**src/rtl/dcm_pkg.sv**
```systemverilog
package dcm_pkg;
  typedef enum logic [1:0] {
    MODE_NORMAL = 2'd0,
    MODE_SLOW2  = 2'd1,
    MODE_SLOW1  = 2'd2,
    MODE_IDLE2  = 2'd3
  } mode_e;
endpackage

```
**src/rtl/dcm_mode_fsm.sv**
```systemverilog
module dcm_mode_fsm
  import dcm_pkg::*;
(
  input  logic  clk_i,
  input  logic  rst_ni,
  input  logic  sel_slow_i,
  input  logic  fast_keep_i,
  input  logic  slow_ok_i,
  input  logic  fast_rdy_i,
  input  logic  idle_req_i,
  input  logic  wake_i,
  output mode_e mode_o
);
  mode_e mode_q, mode_d;

  always_comb begin
    mode_d = mode_q;
    unique case (mode_q)
      MODE_NORMAL: begin
        if (idle_req_i)                   mode_d = MODE_IDLE2;
        else if (sel_slow_i && slow_ok_i) mode_d = MODE_SLOW2;
      end
      MODE_SLOW2: begin
        // oscillator stop wins over a return to normal
        if (!fast_keep_i)                    mode_d = MODE_SLOW1;
        else if (!sel_slow_i && fast_rdy_i) mode_d = MODE_NORMAL;
      end
      MODE_SLOW1: if (fast_keep_i) mode_d = MODE_SLOW2;
      MODE_IDLE2: if (wake_i)      mode_d = MODE_NORMAL;
      default:                     mode_d = MODE_NORMAL;
    endcase
  end

  always_ff @(posedge clk_i or negedge rst_ni)
    if (!rst_ni) mode_q <= MODE_NORMAL;
    else         mode_q <= mode_d;

  assign mode_o = mode_q;
endmodule

```
**src/rtl/dcm_tick_div.sv**
```systemverilog
module dcm_tick_div #(
  parameter int unsigned DIV = 4,
  localparam int unsigned W  = (DIV > 1) ? $clog2(DIV) : 1
) (
  input  logic clk_i,
  input  logic rst_ni,
  input  logic tick_i,
  output logic wrap_o
);
  localparam logic [W-1:0] LAST = W'(DIV - 1);
  logic [W-1:0] cnt_q;

  always_ff @(posedge clk_i or negedge rst_ni)
    if (!rst_ni)     cnt_q <= '0;
    else if (tick_i) cnt_q <= (cnt_q == LAST) ? '0 : cnt_q + 1'b1;

  assign wrap_o = tick_i && (cnt_q == LAST);
endmodule

```
**src/rtl/dcm_gate_decode.sv**
```systemverilog
module dcm_gate_decode
  import dcm_pkg::*;
(
  input  mode_e mode_i,
  input  logic  fast_tick_i,
  input  logic  slow_wrap_i,
  output logic  sys_clk_sel_o,
  output logic  fast_osc_en_o,
  output logic  cpu_clk_en_o,
  output logic  wdt_clk_en_o,
  output logic  presc_run_o,
  output logic  div_low_run_o,
  output logic  mcyc_stb_o
);
  logic slow_mode;
  assign slow_mode     = (mode_i == MODE_SLOW2) || (mode_i == MODE_SLOW1);
  assign sys_clk_sel_o = slow_mode;
  assign fast_osc_en_o = (mode_i != MODE_SLOW1);
  assign cpu_clk_en_o  = (mode_i != MODE_IDLE2);
  assign wdt_clk_en_o  = (mode_i != MODE_IDLE2);
  assign presc_run_o   = !slow_mode;
  assign div_low_run_o = !slow_mode;
  assign mcyc_stb_o    = slow_mode ? slow_wrap_i : fast_tick_i;
endmodule

```
**src/rtl/dual_clk_mode_ctrl.sv**
```systemverilog
module dual_clk_mode_ctrl
  import dcm_pkg::*;
#(
  parameter int unsigned SLOW_DIV = 4
) (
  input  logic       clk_i,
  input  logic       rst_ni,
  input  logic       fast_tick_i,
  input  logic       slow_tick_i,
  input  logic       sys_sel_slow_i,
  input  logic       fast_osc_keep_i,
  input  logic       slow_osc_en_i,
  input  logic       slow_osc_stable_i,
  input  logic       fast_osc_rdy_i,
  input  logic       idle_req_i,
  input  logic       wake_i,
  output logic [1:0] mode_o,
  output logic       sys_clk_sel_o,
  output logic       fast_osc_en_o,
  output logic       cpu_clk_en_o,
  output logic       wdt_clk_en_o,
  output logic       presc_run_o,
  output logic       div_low_run_o,
  output logic       mcyc_stb_o
);
  mode_e mode;
  logic  slow_wrap;

  dcm_mode_fsm u_fsm (
    .clk_i       (clk_i),
    .rst_ni      (rst_ni),
    .sel_slow_i  (sys_sel_slow_i),
    .fast_keep_i (fast_osc_keep_i),
    .slow_ok_i   (slow_osc_en_i && slow_osc_stable_i),
    .fast_rdy_i  (fast_osc_rdy_i),
    .idle_req_i  (idle_req_i),
    .wake_i      (wake_i),
    .mode_o      (mode)
  );

  dcm_tick_div #(.DIV(SLOW_DIV)) u_div (
    .clk_i  (clk_i),
    .rst_ni (rst_ni),
    .tick_i (slow_tick_i),
    .wrap_o (slow_wrap)
  );

  dcm_gate_decode u_dec (
    .mode_i        (mode),
    .fast_tick_i   (fast_tick_i),
    .slow_wrap_i   (slow_wrap),
    .sys_clk_sel_o (sys_clk_sel_o),
    .fast_osc_en_o (fast_osc_en_o),
    .cpu_clk_en_o  (cpu_clk_en_o),
    .wdt_clk_en_o  (wdt_clk_en_o),
    .presc_run_o   (presc_run_o),
    .div_low_run_o (div_low_run_o),
    .mcyc_stb_o    (mcyc_stb_o)
  );

  assign mode_o = mode;
endmodule

```
**config.mk**
```make
export PLATFORM = sky130hd
export DESIGN_NAME = dual_clk_mode_ctrl
export DESIGN_NICKNAME = d
export VERILOG_FILES = /design/src/rtl/dcm_pkg.sv /design/src/rtl/dcm_mode_fsm.sv /design/src/rtl/dcm_tick_div.sv /design/src/rtl/dcm_gate_decode.sv /design/src/rtl/dual_clk_mode_ctrl.sv
export SDC_FILE = /design/constraint.sdc
export NUM_CORES = 1
export LEC_CHECK = 0
export ABC_AREA = 1
export BUFFER_PORTS_ARGS = -buffer_cell sky130_fd_sc_hd__buf_2
export CORE_AREA = 2 2 39 41
export CTS_BUF_LIST = sky130_fd_sc_hd__clkbuf_4 sky130_fd_sc_hd__clkbuf_8
export CTS_CLUSTER_SIZE = 20
export DETAILED_ROUTE_END_ITERATION = 6
export DIE_AREA = 0 0 41 43
export GPL_TIMING_DRIVEN = 0
export PLACE_DENSITY_LB_ADDON = 0.2
export SLEW_MARGIN = 20
export SYNTH_ARGS = -nofsm -noshare
export SYNTH_HDL_FRONTEND = slang
export SYNTH_SLANG_ARGS = --single-unit
```
**constraint.sdc**
```tcl
create_clock -name clk_i -period 1.8 [get_ports clk_i]
set_clock_uncertainty 0.05 [all_clocks]
set_input_delay 0.09 -clock clk_i [delete_from_list [all_inputs] [get_ports clk_i]]
set_output_delay 0.09 -clock clk_i [all_outputs]
set_load 0.01 [all_outputs]
```
## Word-level counts from Yosys, hierarchy flattened

Cells that the tools add are included.

- Input port bits: 11
- Output and inout bits: 9
- Word-level logic and storage cells: 31
- Bits in registers: 4

- Equality and inequality tests: 10
- Mux-type cells: 9
- Add/subtract/negate cells: 1
- Reductions and logical operators: 9

Operator list:

| cell | number |
|---|---|
| 2-bit 2-to-1 mux | 7 |
| 2-bit inequality test, second input constant | 4 |
| 2-bit case mux with 4 select lines | 1 |
| 2-bit equality test, second input constant | 3 |
| 1-bit logical AND | 4 |
| 4-bit AND reduction | 1 |
| 3-bit by 2-bit inequality test with 1-bit output, second input constant | 1 |
| 3-bit inequality test, second input constant | 1 |
| 2-bit by 1-bit adder with 2-bit output, second input constant | 1 |
| 2-bit by 1-bit equality test with 1-bit output, second input constant | 1 |
| 1-bit logical NOT | 2 |
| 2-bit logical NOT | 1 |
| 1-bit logical OR | 1 |
| 1-bit 2-to-1 mux | 1 |

## Longest topological paths before layout

- Depth after elaboration: 5
- Gate-level depth with buffers: 8
- Gate-level depth less buffers: 8

## By module

From an unflattened synthesis, not the netlist that was laid out.

- Cells, all modules: 48
- Area total of the unflattened synthesis: 315.3 µm²

By module, submodules not included:

| module | area an instance (µm²) | cells an instance | sequential area each (µm²) | instances |
|---|---|---|---|---|
| dcm_mode_fsm | 136.4 | 22 | 50.0 | 1 |
| dcm_tick_div | 100.1 | 13 | 50.0 | 1 |
| dcm_gate_decode | 71.3 | 11 | 0.0 | 1 |
| dual_clk_mode_ctrl | 7.5 | 2 | 0.0 | 1 |

## Least setup slack after synthesis

OpenSTA, ideal clock, no wires.

- Kind: reg-to-output
- From: register u_fsm.mode_q[0], in the netlist u_fsm.mode_o[0]
- To: output mcyc_stb_o
- Path buffers: 0
- Setup slack: 0.499 ns
- Data required time: 1.660 ns
- Arrival: 1.161 ns
- Cell stages (with the launch flop): 6
- Cells stage by stage: dfrtp_1 > inv_1 > ha_1 > inv_1 > nand2_1 > nand2_1

- Cells in the longest elaborated chain, start to end: 3
- Elaborated cells between the ends (all ways): 4
- Classes of those cells: eq/ne (2); mux (1); reduce/logical (1)

RTL lines:

| item | line | text |
|---|---|---|
| from (decl) | dcm_mode_fsm.sv:14 | `mode_e mode_q, mode_d;` |
| from (signal assigned) | dcm_mode_fsm.sv:36 | `else mode_q <= mode_d;` |
| 2-bit by 1-bit equality test with 1-bit output or 2-bit equality test (tied branches) | dcm_gate_decode.sv:16 | `assign slow_mode = (mode_i == MODE_SLOW2) \|\| (mode_i == MODE_SLOW1);` |
| 1-bit logical OR (*) | dcm_gate_decode.sv:16 |  |
| named net sys_clk_sel_o | dual_clk_mode_ctrl.sv:18 | `output logic sys_clk_sel_o,` |
| 1-bit 2-to-1 mux (*) | dcm_gate_decode.sv:23 | `assign mcyc_stb_o = slow_mode ? slow_wrap_i : fast_tick_i;` |
| to (decl) | dual_clk_mode_ctrl.sv:24 | `output logic mcyc_stb_o` |

The timed path passes the listed nets; every way through them passes the cells marked *.

## Worst setup path in the final report

- From: register u_fsm.mode_q[0], in the netlist u_fsm.mode_o[0]
- To: output mcyc_stb_o

- Cells in the longest elaborated chain, start to end: 3
- Elaborated cells between the ends (all ways): 4
- Classes of those cells: eq/ne (2); mux (1); reduce/logical (1)

RTL lines:

| item | line |
|---|---|
| 2-bit by 1-bit equality test with 1-bit output or 2-bit equality test (tied branches) | dcm_gate_decode.sv:16 |
| 1-bit logical OR (*) | dcm_gate_decode.sv:16 |
| 1-bit 2-to-1 mux (*) | dcm_gate_decode.sv:23 |

Every way passes the cells marked *; elsewhere a longest branch is shown, timed or not.

==> results.sh <==
export IMPL_synth_most_common_cell="nand2_1"
export IMPL_tns_ps=0
export IMPL_antenna_cells=0
export IMPL_grt_pass1_wl_um=1140
export IMPL_syn_area_um2=362
export IMPL_route_vias_total=355
export IMPL_worstRegToRegCells=8
export IMPL_cp_max_fo=5
export IMPL_first_pass_iters=2
export IMPL_cts_hold_buffers=1
export IMPL_cts_tree="built"
export IMPL_syn_to_final_growth_pct=40.8
export IMPL_worstReg2RegStart="u_fsm.mode_o[0]"
export IMPL_comb_power_share_pct=66.7
export IMPL_crit_path_end_kind="output port"
export IMPL_maxSlewHeadroom_pct=89.9
export IMPL_drv_cap=0
export IMPL_ys_seq_area_share_pct=27.7
export IMPL_min_from="slow_tick_i"
export IMPL_power_per_cell_area_nw_per_um2=1710
export IMPL_clockBufferDepth=2
export IMPL_slew_violations=0
export IMPL_num_io_pins=20
export IMPL_dp_worst_setup_slack_ps=544
export IMPL_drcViolationCount=0
export IMPL_setup_ws_ps=320
export IMPL_syn_nets=64
export IMPL_outcome="complete, no violations"
export IMPL_final_layout_size_suffix_gt1_share_pct=47.9
export IMPL_synth_commonest_cells="nand2_1 (10), inv_1 (9), ha_1 (5), nand2_2 (5), dfrtp_1 (4)"
export IMPL_internal_power_uw=480
export IMPL_worst_slew_pin_slew_ps=151
export IMPL_synth_warnings=0
export IMPL_track_usage_pct=9.70
export IMPL_power_switching_uw=393
export IMPL_synth_area_leaders="dfrtp_1 (28%), ha_1 (17%), nand2_1 (10%), inv_1 (9.3%), nand2_2 (8.7%)"
export IMPL_peakVddDrop_mv=0.532
export IMPL_ctsResizeCount=0
export IMPL_rsz0062_at_grt="false"
export IMPL_cts_setup_buffers=0
export IMPL_ys_ff_latch=4
export IMPL_grt_max_degree=6
export IMPL_min_period_over_period_pct=82.2
export IMPL_whs_ps=32.4
export IMPL_die_width_um=41
export IMPL_cp_arrival_ps=1340
export IMPL_port_buffer_count=19
export IMPL_hold_depth=2
export IMPL_ant_nets=0
export IMPL_final_setup_viol_count=0
export IMPL_rrSetupSlack_ps=580
export IMPL_fmax_ghz=0.676
export IMPL_cts_made_buffers=3
export IMPL_htreeDepth=1
export IMPL_min_period_ps=1480
export IMPL_grt_antenna_before_repair=0
export IMPL_dp_hpwl_um=582
export IMPL_yosys_area_top_type="dfrtp_1"
export IMPL_dieHeight_um=43
export IMPL_required_ps=1660
export IMPL_drt_iter0_drc=1
export IMPL_start_kind="flop"
export IMPL_crit_type="flop to output port"
export IMPL_gp_congestion=0.532
export IMPL_ys_async_sr_fraction_pct=100
export IMPL_synthDistinctLibCells=14
export IMPL_path_clk_slew_ps=40
export IMPL_synth_ff_type="dfrtp_1"
export IMPL_syn_mean_instance_area_um2=7.53
export IMPL_coreArea_um2=1380
export IMPL_post_route_util_pct=36.8
export IMPL_row_count=14
export IMPL_start_util_pct=26.1
export IMPL_hold_viol_final=0
export IMPL_synth_top_area_share_pct=27.7
export IMPL_p_leak_uw=0.000304
export IMPL_power_frac_clock_pct=12.5
export IMPL_synth_edf_count=0
export IMPL_hold_end="u_div.cnt_q[0]"
export IMPL_grt_overflow_total=0
export IMPL_seqPwrFrac_pct=20.7
export IMPL_hp_class="primary input to flop"
export IMPL_wl_per_cell_um=7.52
export IMPL_wl_um=654
export IMPL_cts_root_buffer="clkbuf_4"
export IMPL_grt_pass1_vias=299
export IMPL_cts_num_sinks=4
export IMPL_vias_per_cell=4.08
export IMPL_syn_inst=48
export IMPL_rr_endpoint="u_fsm.mode_o[1]"
export IMPL_clock_latency_ps=230
export IMPL_final_nets=89
export IMPL_die_area_um2=1760
export IMPL_netSwitchingFraction_pct=45.1
[worst max path at each step]
stage          cells past startpoint    endpoint             from
2_1_floorplan                      5  mcyc_stb_o  u_fsm.mode_o[0]
4_1_cts                            6  mcyc_stb_o  u_fsm.mode_o[0]
3_5_place_dp                       6  mcyc_stb_o  u_fsm.mode_o[0]
3_3_place_gp                       6  mcyc_stb_o  u_fsm.mode_o[0]
5_1_grt                            6  mcyc_stb_o  u_fsm.mode_o[1]
6_report                           6  mcyc_stb_o  u_fsm.mode_o[0]
[kinds of logic after synthesis]
| kind of cell | share of synthesized area, % |
|---|---|
| AO/OA/AOI/OAI | 4.15 |
| buffers and inverters | 17.0 |
| adder cells (fa/ha/maj) | 17.3 |
| multiplexers | 3.11 |
| flip-flops | 27.7 |
| AND/OR/NAND/NOR | 30.8 |
[metrics by stage]
| stage | cells | cell area, um^2 | total power [uW] |
|---|---|---|---|
| after CTS | 87 | 509 | 894 |
| after global routing | 87 | 509 | 983 |
| final | 87 | 509 | 873 |
| after floorplan | 48 | 362 | 589 |
| after detailed placement | 83 | 477 | 776 |
| after global placement | 83 | 477 | 773 |
[power groups by stage]
stage | logic, uW | clock network (uW) | registers, uW
floorplan | 402 | 0 | 187
detailed placement | 591 | 0 | 185
global placement | 589 | 0 | 184
global route | 671 | 120 | 192
CTS | 593 | 117 | 184
finish | 583 | 110 | 181
[registers in the layout, indices dropped and copies added, names as in the netlist]
| signal | flops |
|---|---|
| u_div.cnt_q | 2 |
| u_fsm.mode_o | 2 |
[worst max-delay path, cell delays in order (launching register included)]
cell and delay (ps):
dfrtp_1 400, inv_1 80, ha_1 320, inv_1 90, nand2_1 50, nand2_1 50
buf_2 120
[layout by cell type (no fill, tap or decap), drive strengths merged]
cell type | netlist | layout
inv | 11 | 11
clkinv | 1 | 1
dfrtp | 4 | 4
nand3 | 4 | 4
clkbuf | 0 | 3
a21oi | 3 | 3
nor2 | 1 | 1
nand4 | 1 | 1
ha | 5 | 5
dlygate4sd3 | 0 | 1
buf | 2 | 21
nand2 | 15 | 15
mux2 | 1 | 1
[layer usage]
metal / part of all wire, % / global-route usage [%] / up-vias
li1: - / - / 188
met5: 0 / 0 / -
met2: 52 / 14.1 / 7
met1: 43 / 11.8 / 160
met3: 4.7 / 4.71 / 0
met4: 0 / 4.00 / 0
[area by class of cell]
cell class | instances | area [um^2]
fill | 162 | 875
clock buffer | 3 | 22.5
timing repair buffer | 20 | 105
sequential | 4 | 100
multi-input combinational | 30 | 200
tap | 16 | 20.0
inverter | 12 | 46.3
buffer | 2 | 15.0
Power figures use the tool's default switching activity.
